$ cat src/rtl/mdio_frame_pkg.sv
package mdio_frame_pkg;

    typedef enum logic [1:0] {
        ST_IDLE  = 2'd0,
        ST_PRE   = 2'd1,
        ST_FRAME = 2'd2
    } mdio_state_e;

    // opcode value (word bits 29:28) that turns the line around for a read
    localparam logic [1:0] OP_READ = 2'b10;

endpackage

$ cat src/rtl/mdio_clk_div.sv
module mdio_clk_div #(
    parameter int DIV_A = 48,
    parameter int DIV_B = 64
) (
    input  logic clk,
    input  logic rst_n,
    input  logic run,
    input  logic sel,
    output logic mdc,
    output logic rise,
    output logic fall
);
    localparam int HALF_A   = DIV_A / 2;
    localparam int HALF_B   = DIV_B / 2;
    localparam int MAX_HALF = (HALF_A > HALF_B) ? HALF_A : HALF_B;
    localparam int CW       = (MAX_HALF > 1) ? $clog2(MAX_HALF) : 1;
    localparam logic [CW-1:0] LIM_A = CW'(HALF_A - 1);
    localparam logic [CW-1:0] LIM_B = CW'(HALF_B - 1);

    typedef struct packed {
        logic [CW-1:0] cnt;
        logic          mdc;
    } div_s;

    div_s cur_q, nxt_d;
    logic [CW-1:0] lim;
    logic          at_lim;

    always_comb begin
        lim    = sel ? LIM_B : LIM_A;
        at_lim = (cur_q.cnt == lim);
        nxt_d  = cur_q;
        if (!run) begin
            nxt_d.cnt = '0;
            nxt_d.mdc = 1'b0;
        end else if (at_lim) begin
            nxt_d.cnt = '0;
            nxt_d.mdc = ~cur_q.mdc;
        end else begin
            nxt_d.cnt = cur_q.cnt + 1'b1;
        end
    end

    always_ff @(posedge clk or negedge rst_n) begin
        if (!rst_n) cur_q <= '0;
        else        cur_q <= nxt_d;
    end

    assign mdc  = cur_q.mdc;
    assign rise = run && at_lim && !cur_q.mdc;
    assign fall = run && at_lim &&  cur_q.mdc;

endmodule

$ cat src/rtl/mdio_serializer.sv
module mdio_serializer
    import mdio_frame_pkg::*;
#(
    parameter int WORD_W  = 32,
    parameter int DATA_W  = 16,
    parameter int PRE_LEN = 32
) (
    input  logic              clk,
    input  logic              rst_n,
    input  logic              en,
    input  logic              start,
    input  logic              pre_en,
    input  logic [WORD_W-1:0] word,
    input  logic              rise,
    input  logic              fall,
    input  logic              mdio_i,
    output logic              busy,
    output logic              mdio_o,
    output logic              mdio_oe,
    output logic              commit,
    output logic [DATA_W-1:0] cap_data
);
    localparam int PW    = $clog2(WORD_W);
    localparam int PCW   = (PRE_LEN > 1) ? $clog2(PRE_LEN) : 1;
    localparam int OP_HI = WORD_W - 3;
    localparam logic [PW-1:0]  TOP_POS  = PW'(WORD_W - 1);
    localparam logic [PW-1:0]  DATA_TOP = PW'(DATA_W);
    localparam logic [PCW-1:0] PRE_LAST = PCW'(PRE_LEN - 1);

    typedef struct packed {
        mdio_state_e       state;
        logic [PCW-1:0]    pre_cnt;
        logic [PW-1:0]     pos;
        logic [WORD_W-1:0] shreg;
        logic [DATA_W-1:0] cap;
        logic              rd;
    } ser_s;

    ser_s cur_q, nxt_d;
    logic done;

    always_comb begin
        nxt_d = cur_q;
        done  = 1'b0;
        if (!en) begin
            nxt_d.state = ST_IDLE;
        end else begin
            case (cur_q.state)
                ST_IDLE: begin
                    if (start) begin
                        nxt_d.state   = pre_en ? ST_PRE : ST_FRAME;
                        nxt_d.pre_cnt = '0;
                        nxt_d.pos     = TOP_POS;
                        nxt_d.shreg   = word;
                        nxt_d.rd      = (word[OP_HI:OP_HI-1] == OP_READ);
                        nxt_d.cap     = '0;
                    end
                end
                ST_PRE: begin
                    if (fall) begin
                        if (cur_q.pre_cnt == PRE_LAST) nxt_d.state = ST_FRAME;
                        else nxt_d.pre_cnt = cur_q.pre_cnt + 1'b1;
                    end
                end
                ST_FRAME: begin
                    // PHY data is taken just before MDC rises
                    if (rise && cur_q.rd && (cur_q.pos < DATA_TOP))
                        nxt_d.cap = {cur_q.cap[DATA_W-2:0], mdio_i};
                    if (fall) begin
                        if (cur_q.pos == '0) begin
                            nxt_d.state = ST_IDLE;
                            done        = 1'b1;
                        end else begin
                            nxt_d.pos   = cur_q.pos - 1'b1;
                            nxt_d.shreg = {cur_q.shreg[WORD_W-2:0], 1'b0};
                        end
                    end
                end
                default: nxt_d.state = ST_IDLE;
            endcase
        end
    end

    always_ff @(posedge clk or negedge rst_n) begin
        if (!rst_n) begin
            cur_q       <= '0;
            cur_q.state <= ST_IDLE;
        end else begin
            cur_q <= nxt_d;
        end
    end

    assign busy     = (cur_q.state != ST_IDLE);
    assign mdio_o   = (cur_q.state == ST_FRAME) ? cur_q.shreg[WORD_W-1] : 1'b1;
    assign mdio_oe  = busy && !(cur_q.rd && (cur_q.state == ST_FRAME) && (cur_q.pos <= DATA_TOP));
    assign commit   = done && cur_q.rd;
    assign cap_data = cur_q.cap;

endmodule

$ cat src/rtl/mdio_frame_engine.sv
module mdio_frame_engine #(
    parameter int DIV_A   = 48,
    parameter int DIV_B   = 64,
    parameter int PRE_LEN = 32
) (
    input  logic        clk,
    input  logic        rst_n,
    input  logic        mgmt_en,
    input  logic        div_sel,
    input  logic        pre_en,
    input  logic        wr_en,
    input  logic [31:0] wr_data,
    output logic [31:0] reg_rd_data,
    output logic        idle,
    output logic        mdc,
    output logic        mdio_o,
    output logic        mdio_oe,
    input  logic        mdio_i
);
    localparam int WORD_W = 32;
    localparam int DATA_W = 16;

    typedef struct packed {
        logic [WORD_W-1:0] mreg;
    } top_s;

    top_s cur_q, nxt_d;
    logic busy, accept, commit, rise, fall;
    logic [DATA_W-1:0] cap_data;

    assign accept = wr_en && mgmt_en && !busy;

    mdio_clk_div #(
        .DIV_A (DIV_A),
        .DIV_B (DIV_B)
    ) i_div (
        .clk   (clk),
        .rst_n (rst_n),
        .run   (busy && mgmt_en),
        .sel   (div_sel),
        .mdc   (mdc),
        .rise  (rise),
        .fall  (fall)
    );

    mdio_serializer #(
        .WORD_W  (WORD_W),
        .DATA_W  (DATA_W),
        .PRE_LEN (PRE_LEN)
    ) i_ser (
        .clk      (clk),
        .rst_n    (rst_n),
        .en       (mgmt_en),
        .start    (accept),
        .pre_en   (pre_en),
        .word     (wr_data),
        .rise     (rise),
        .fall     (fall),
        .mdio_i   (mdio_i),
        .busy     (busy),
        .mdio_o   (mdio_o),
        .mdio_oe  (mdio_oe),
        .commit   (commit),
        .cap_data (cap_data)
    );

    always_comb begin
        nxt_d = cur_q;
        if (accept)      nxt_d.mreg = wr_data;
        else if (commit) nxt_d.mreg[DATA_W-1:0] = cap_data;
    end

    always_ff @(posedge clk or negedge rst_n) begin
        if (!rst_n) cur_q <= '0;
        else        cur_q <= nxt_d;
    end

    assign reg_rd_data = cur_q.mreg;
    assign idle        = !busy;

endmodule

$ cat config.mk
export PLATFORM = sky130hd
export DESIGN_NAME = mdio_frame_engine
export DESIGN_NICKNAME = d
export VERILOG_FILES = /design/src/rtl/mdio_frame_pkg.sv /design/src/rtl/mdio_clk_div.sv /design/src/rtl/mdio_serializer.sv /design/src/rtl/mdio_frame_engine.sv
export SDC_FILE = /design/constraint.sdc
export NUM_CORES = 1
export LEC_CHECK = 0
export ABC_AREA = 1
export CAP_MARGIN = 20
export CORE_ASPECT_RATIO = 0.7
export CORE_MARGIN = 2
export CORE_UTILIZATION = 45
export DETAILED_ROUTE_END_ITERATION = 12
export GPL_TIMING_DRIVEN = 0
export HOLD_SLACK_MARGIN = 0.1
export PLACE_DENSITY_LB_ADDON = 0.3
export SYNTH_ARGS = -nofsm -noshare
export SYNTH_HDL_FRONTEND = slang
export SYNTH_SLANG_ARGS = --single-unit
$ cat constraint.sdc
create_clock -name clk -period 1.7 [get_ports clk]
set_input_delay 0.255 -clock clk [delete_from_list [all_inputs] [get_ports clk]]
set_output_delay 0.255 -clock clk [all_outputs]
set_load 0.05 [all_outputs]
==> flow_summary_export.csv <==
group,metric,value,unit
clocking,cts_num_sinks,99,
setup_path,crit_type,"flip-flop to output pin",
routing,drt.antenna.violating_nets,0,
clocking,root_buffer,"clkbuf_16",
synth,ys_seq_area_share,48.1,%
routing,drc,0,
pwr,p_seq_share,39.7,%
routing,drt_pass1_iterations,6,
setup_path,cp-start-kind,"flip-flop",
pwr,ir_drop,0.510,mV
timing,hold_viol,0,
timing,fin_ws,-0.0241,ns
global_routing,grt.overflow.total,0,
clocking,clock_latency,0.34,ns
synth,netlist_area,5150,sq um
die,core_area,11100,sq um
hold_path,hold_path_class,"primary input to async pin",
setup_path,reg2reg_to,"i_ser.cur_q[51]$_DFFE_PN0P_",
synth,synth.largest_area_cell,"dfrtp_1",
run_status,failed_checks,"negative setup slack",
die,io_pins,75,
synth,yosys_register_bits,99,
layout,finalNonFillerCells,919,
global_routing,grt_use_total,21.6,%
setup_path,reg2reg_setup_slack,0.03,ns
routing,wl,13300,um
clocking,cts_buffers,9,
layout,fin_nets,806,
setup_path,crit_arrival,1.47,ns
die,start_util,46.5,%
clocking,clk_pin_slew_worst_paths,0.06,ns
global_routing,antenna_found_initial,0,
routing,viasPerCell,5.06,
routing,drt_iter0_markers,378,
pwr,p_per_area,1120,nW/um^2
die,dieArea,12300,sq um
synth,syn_inst,653,
global_routing,grt_pass1_vias,4402,
timing,min_period,1.72,ns
timing,relSlewSlack,59.6,%
timing,period_share,101,%
setup_path,r2r_cells,10,
timing,max_slew.worst_pin.slew,0.606,ns
clocking,clock_path_buffers,2,
placed_design,globalplace.congestion,0.794,
timing,rsz0062_at_grt,"yes",
pwr,p_int,4.78,mW
pwr,p_total,7.64,mW
pwr,sw_frac_of_total,37.5,%
pwr,power_frac_comb,33.1,%
die,rows,32,
clocking,h-tree-depth,3,
timing,skew,0.00447,ns
layout,drive_above_1_share,19.5,%
setup_path,reg2reg_from,"i_div.cur_q[1]$_DFF_PN0_",
clocking,cts_tree,"built",
placed_design,dpl.cell_count,881,
routing,vias,4649,
synth,synth_top_area_share,48.1,%
synth,syn-num-nets,697,
global_routing,grt_pass1_wl,21500,um
timing,max_freq,0.580,GHz
die,die_h,93.5,um
synth,yosys-top-cells-area,"dfrtp_1 48%, nand2_1 22%, nand3_2 5.8%",
setup_path,cp-end-kind,"output pin",
timing,setup_viol,1,
layout,fillers,965,
synth,synth_warnings,0,
run_status,status,"finished with violations",
die,die_x,132,um
layout,multiInputGateArea,2440,sq um
setup_path,cp.required,1.44,ns
pwr,pwr-share-clk,27.2,%
setup_path,critPathMaxFanout,5,
routing,routedWlPerCell,14.5,um
global_routing,grt_max_degree,62,
synth,ys_types,28,
timing,drv_slew,0,
pwr,switching_power,2.87,mW
placed_design,hpwl,8910,um
layout,antennaDiodeCount,0,
layout,regArea,2480,sq um
synth,avgSynthCellArea,7.89,sq um
placed_design,io_buffers,74,
run,drv_cap,0,
pwr,leakage,3.62,nW
layout,area_growth,31.9,%
==> layout make-up <==
| type | instances | area share [%] |
|---|---|---|
| multi-input cells | 479 | 35.9 |
| well taps | 153 | 2.82 |
| inverters | 43 | 2.49 |
| flip-flops and latches | 99 | 36.5 |
| clock inverters | 2 | 0.515 |
| plain buffers | 31 | 4.33 |
| repair buffers | 99 | 13.7 |
| clock buffers | 13 | 3.83 |
==> metal layers <==
metal  part of all wire, %  global-route usage (%)
met1                    46                    29.8
met2                    47                    35.5
met3                   5.3                    4.55
met4                  0.81                    4.17
met5                     0                       0
==> cell usage after synthesis <==
library cell,n
inv_1,39
nand2_4,2
nand3_1,54
nand3b_1,1
nor2_8,2
buf_4,8
nand4_1,2
inv_2,2
nand2_2,3
dfrtp_1,99
nand4_2,1
ha_1,5
nor2_4,1
a21oi_1,5
inv_4,2
buf_2,7
nor2_1,41
xor2_1,3
o21ai_0,27
nor3b_1,1
nand3_2,30
nand2_1,296
or2_2,1
nor3_1,1
o21ai_1,1
clkbuf_1,6
buf_6,11
nand3_4,2
==> power by group through the flow <==
| stage | combinational (mW) | clock (mW) | sequential (mW) |
|---|---|---|---|
| 2_1_floorplan | 0.981 | 0 | 3.68 |
| 3_3_place_gp | 2.43 | 0 | 3.05 |
| 3_5_place_dp | 2.48 | 0 | 3.06 |
| 4_1_cts | 2.39 | 2.10 | 3.02 |
| 5_1_grt | 2.73 | 2.20 | 3.08 |
| 6_report | 2.53 | 2.08 | 3.04 |
==> sequential cells by signal, summed over array words and instances, names as in the netlist <==
name / flops
i_div.cur_q: 5
i_ser.cap_data: 16
i_ser.cur_q: 45
i_div.mdc: 1
reg_rd_data: 32
==> layout by cell type, fill, tap and decap left out, types with 12 or more instances in the layout <==
cell type,count
nand2_1,289
dfrtp_1,96
nand3_1,46
nand3_2,38
clkdlybuf4s50_1,36
inv_1,34
nor2_1,34
dlygate4sd2_1,33
o21ai_0,27
buf_4,27
buf_6,12
==> worst max path at each step <==
stage / startpoint / to / slack, ns
CTS: i_ser.cur_q[59]$_DFFE_PN0P_ / mdio_o / -0.17
floorplan: i_div.cur_q[1]$_DFF_PN0_ / i_ser.cur_q[49]$_DFFE_PN0P_ / 0.07
detailed placement: i_ser.cur_q[59]$_DFFE_PN0P_ / mdio_o / -0.65
global placement: rst_n / i_ser.cur_q[33]$_DFFE_PN0P_ / -3.41
global route: i_div.cur_q[2]$_DFF_PN0_ / i_ser.cur_q[18]$_DFFE_PN0P_ / -0.06
finish: i_ser.cur_q[59]$_DFFE_PN0P_ / mdio_o / -0.02
==> through the flow <==
step	hold slack [ns]	utilization [%]	setup slack (ns)	TNS [ns]	area [sq um]
after floorplan	-0.0406	-	0.0714	0	5150
after global placement	0.445	54.9	-3.41	-362.46	6090
after detailed placement	0.268	55.1	-0.653	-28.66	6110
after CTS	0.442	57.9	-0.167	-0.167	6420
after global routing	0.475	61.3	-0.0610	-2.57	6800
final	0.420	61.3	-0.0241	-0.0241	6800
==> repair_timing <==
item | CTS | global route
hold endpoints to repair | 38 | 0
hold buffers | 1 | 0
buffers inserted | 0 | 21
resized for setup | 68 | 60
pin swaps | 1 | 23
gates cloned | 0 | 2
endpoints found under the setup margin | 105 | 85
==> worst max-delay path: stages, from the launching register on <==
cell	delay [ns]
dfrtp_2	0.44
inv_4	0.09
nand2_4	0.08
buf_8	0.13
or2_4	0.24
buf_8	0.15
==> kinds of logic after synthesis <==
kind of cell               count (synthesis)  share of synthesized area (%)
AOI/OAI and AO/OA                         33                           3.20
xor gates and xnor gates                   3                          0.510
adders and majority gates                  5                           1.21
buffers and inverters                     75                           7.91
DFF                                       99                           48.1
and+or+nand+nor                          438                           39.1
(Power assumes the default switching activity.)
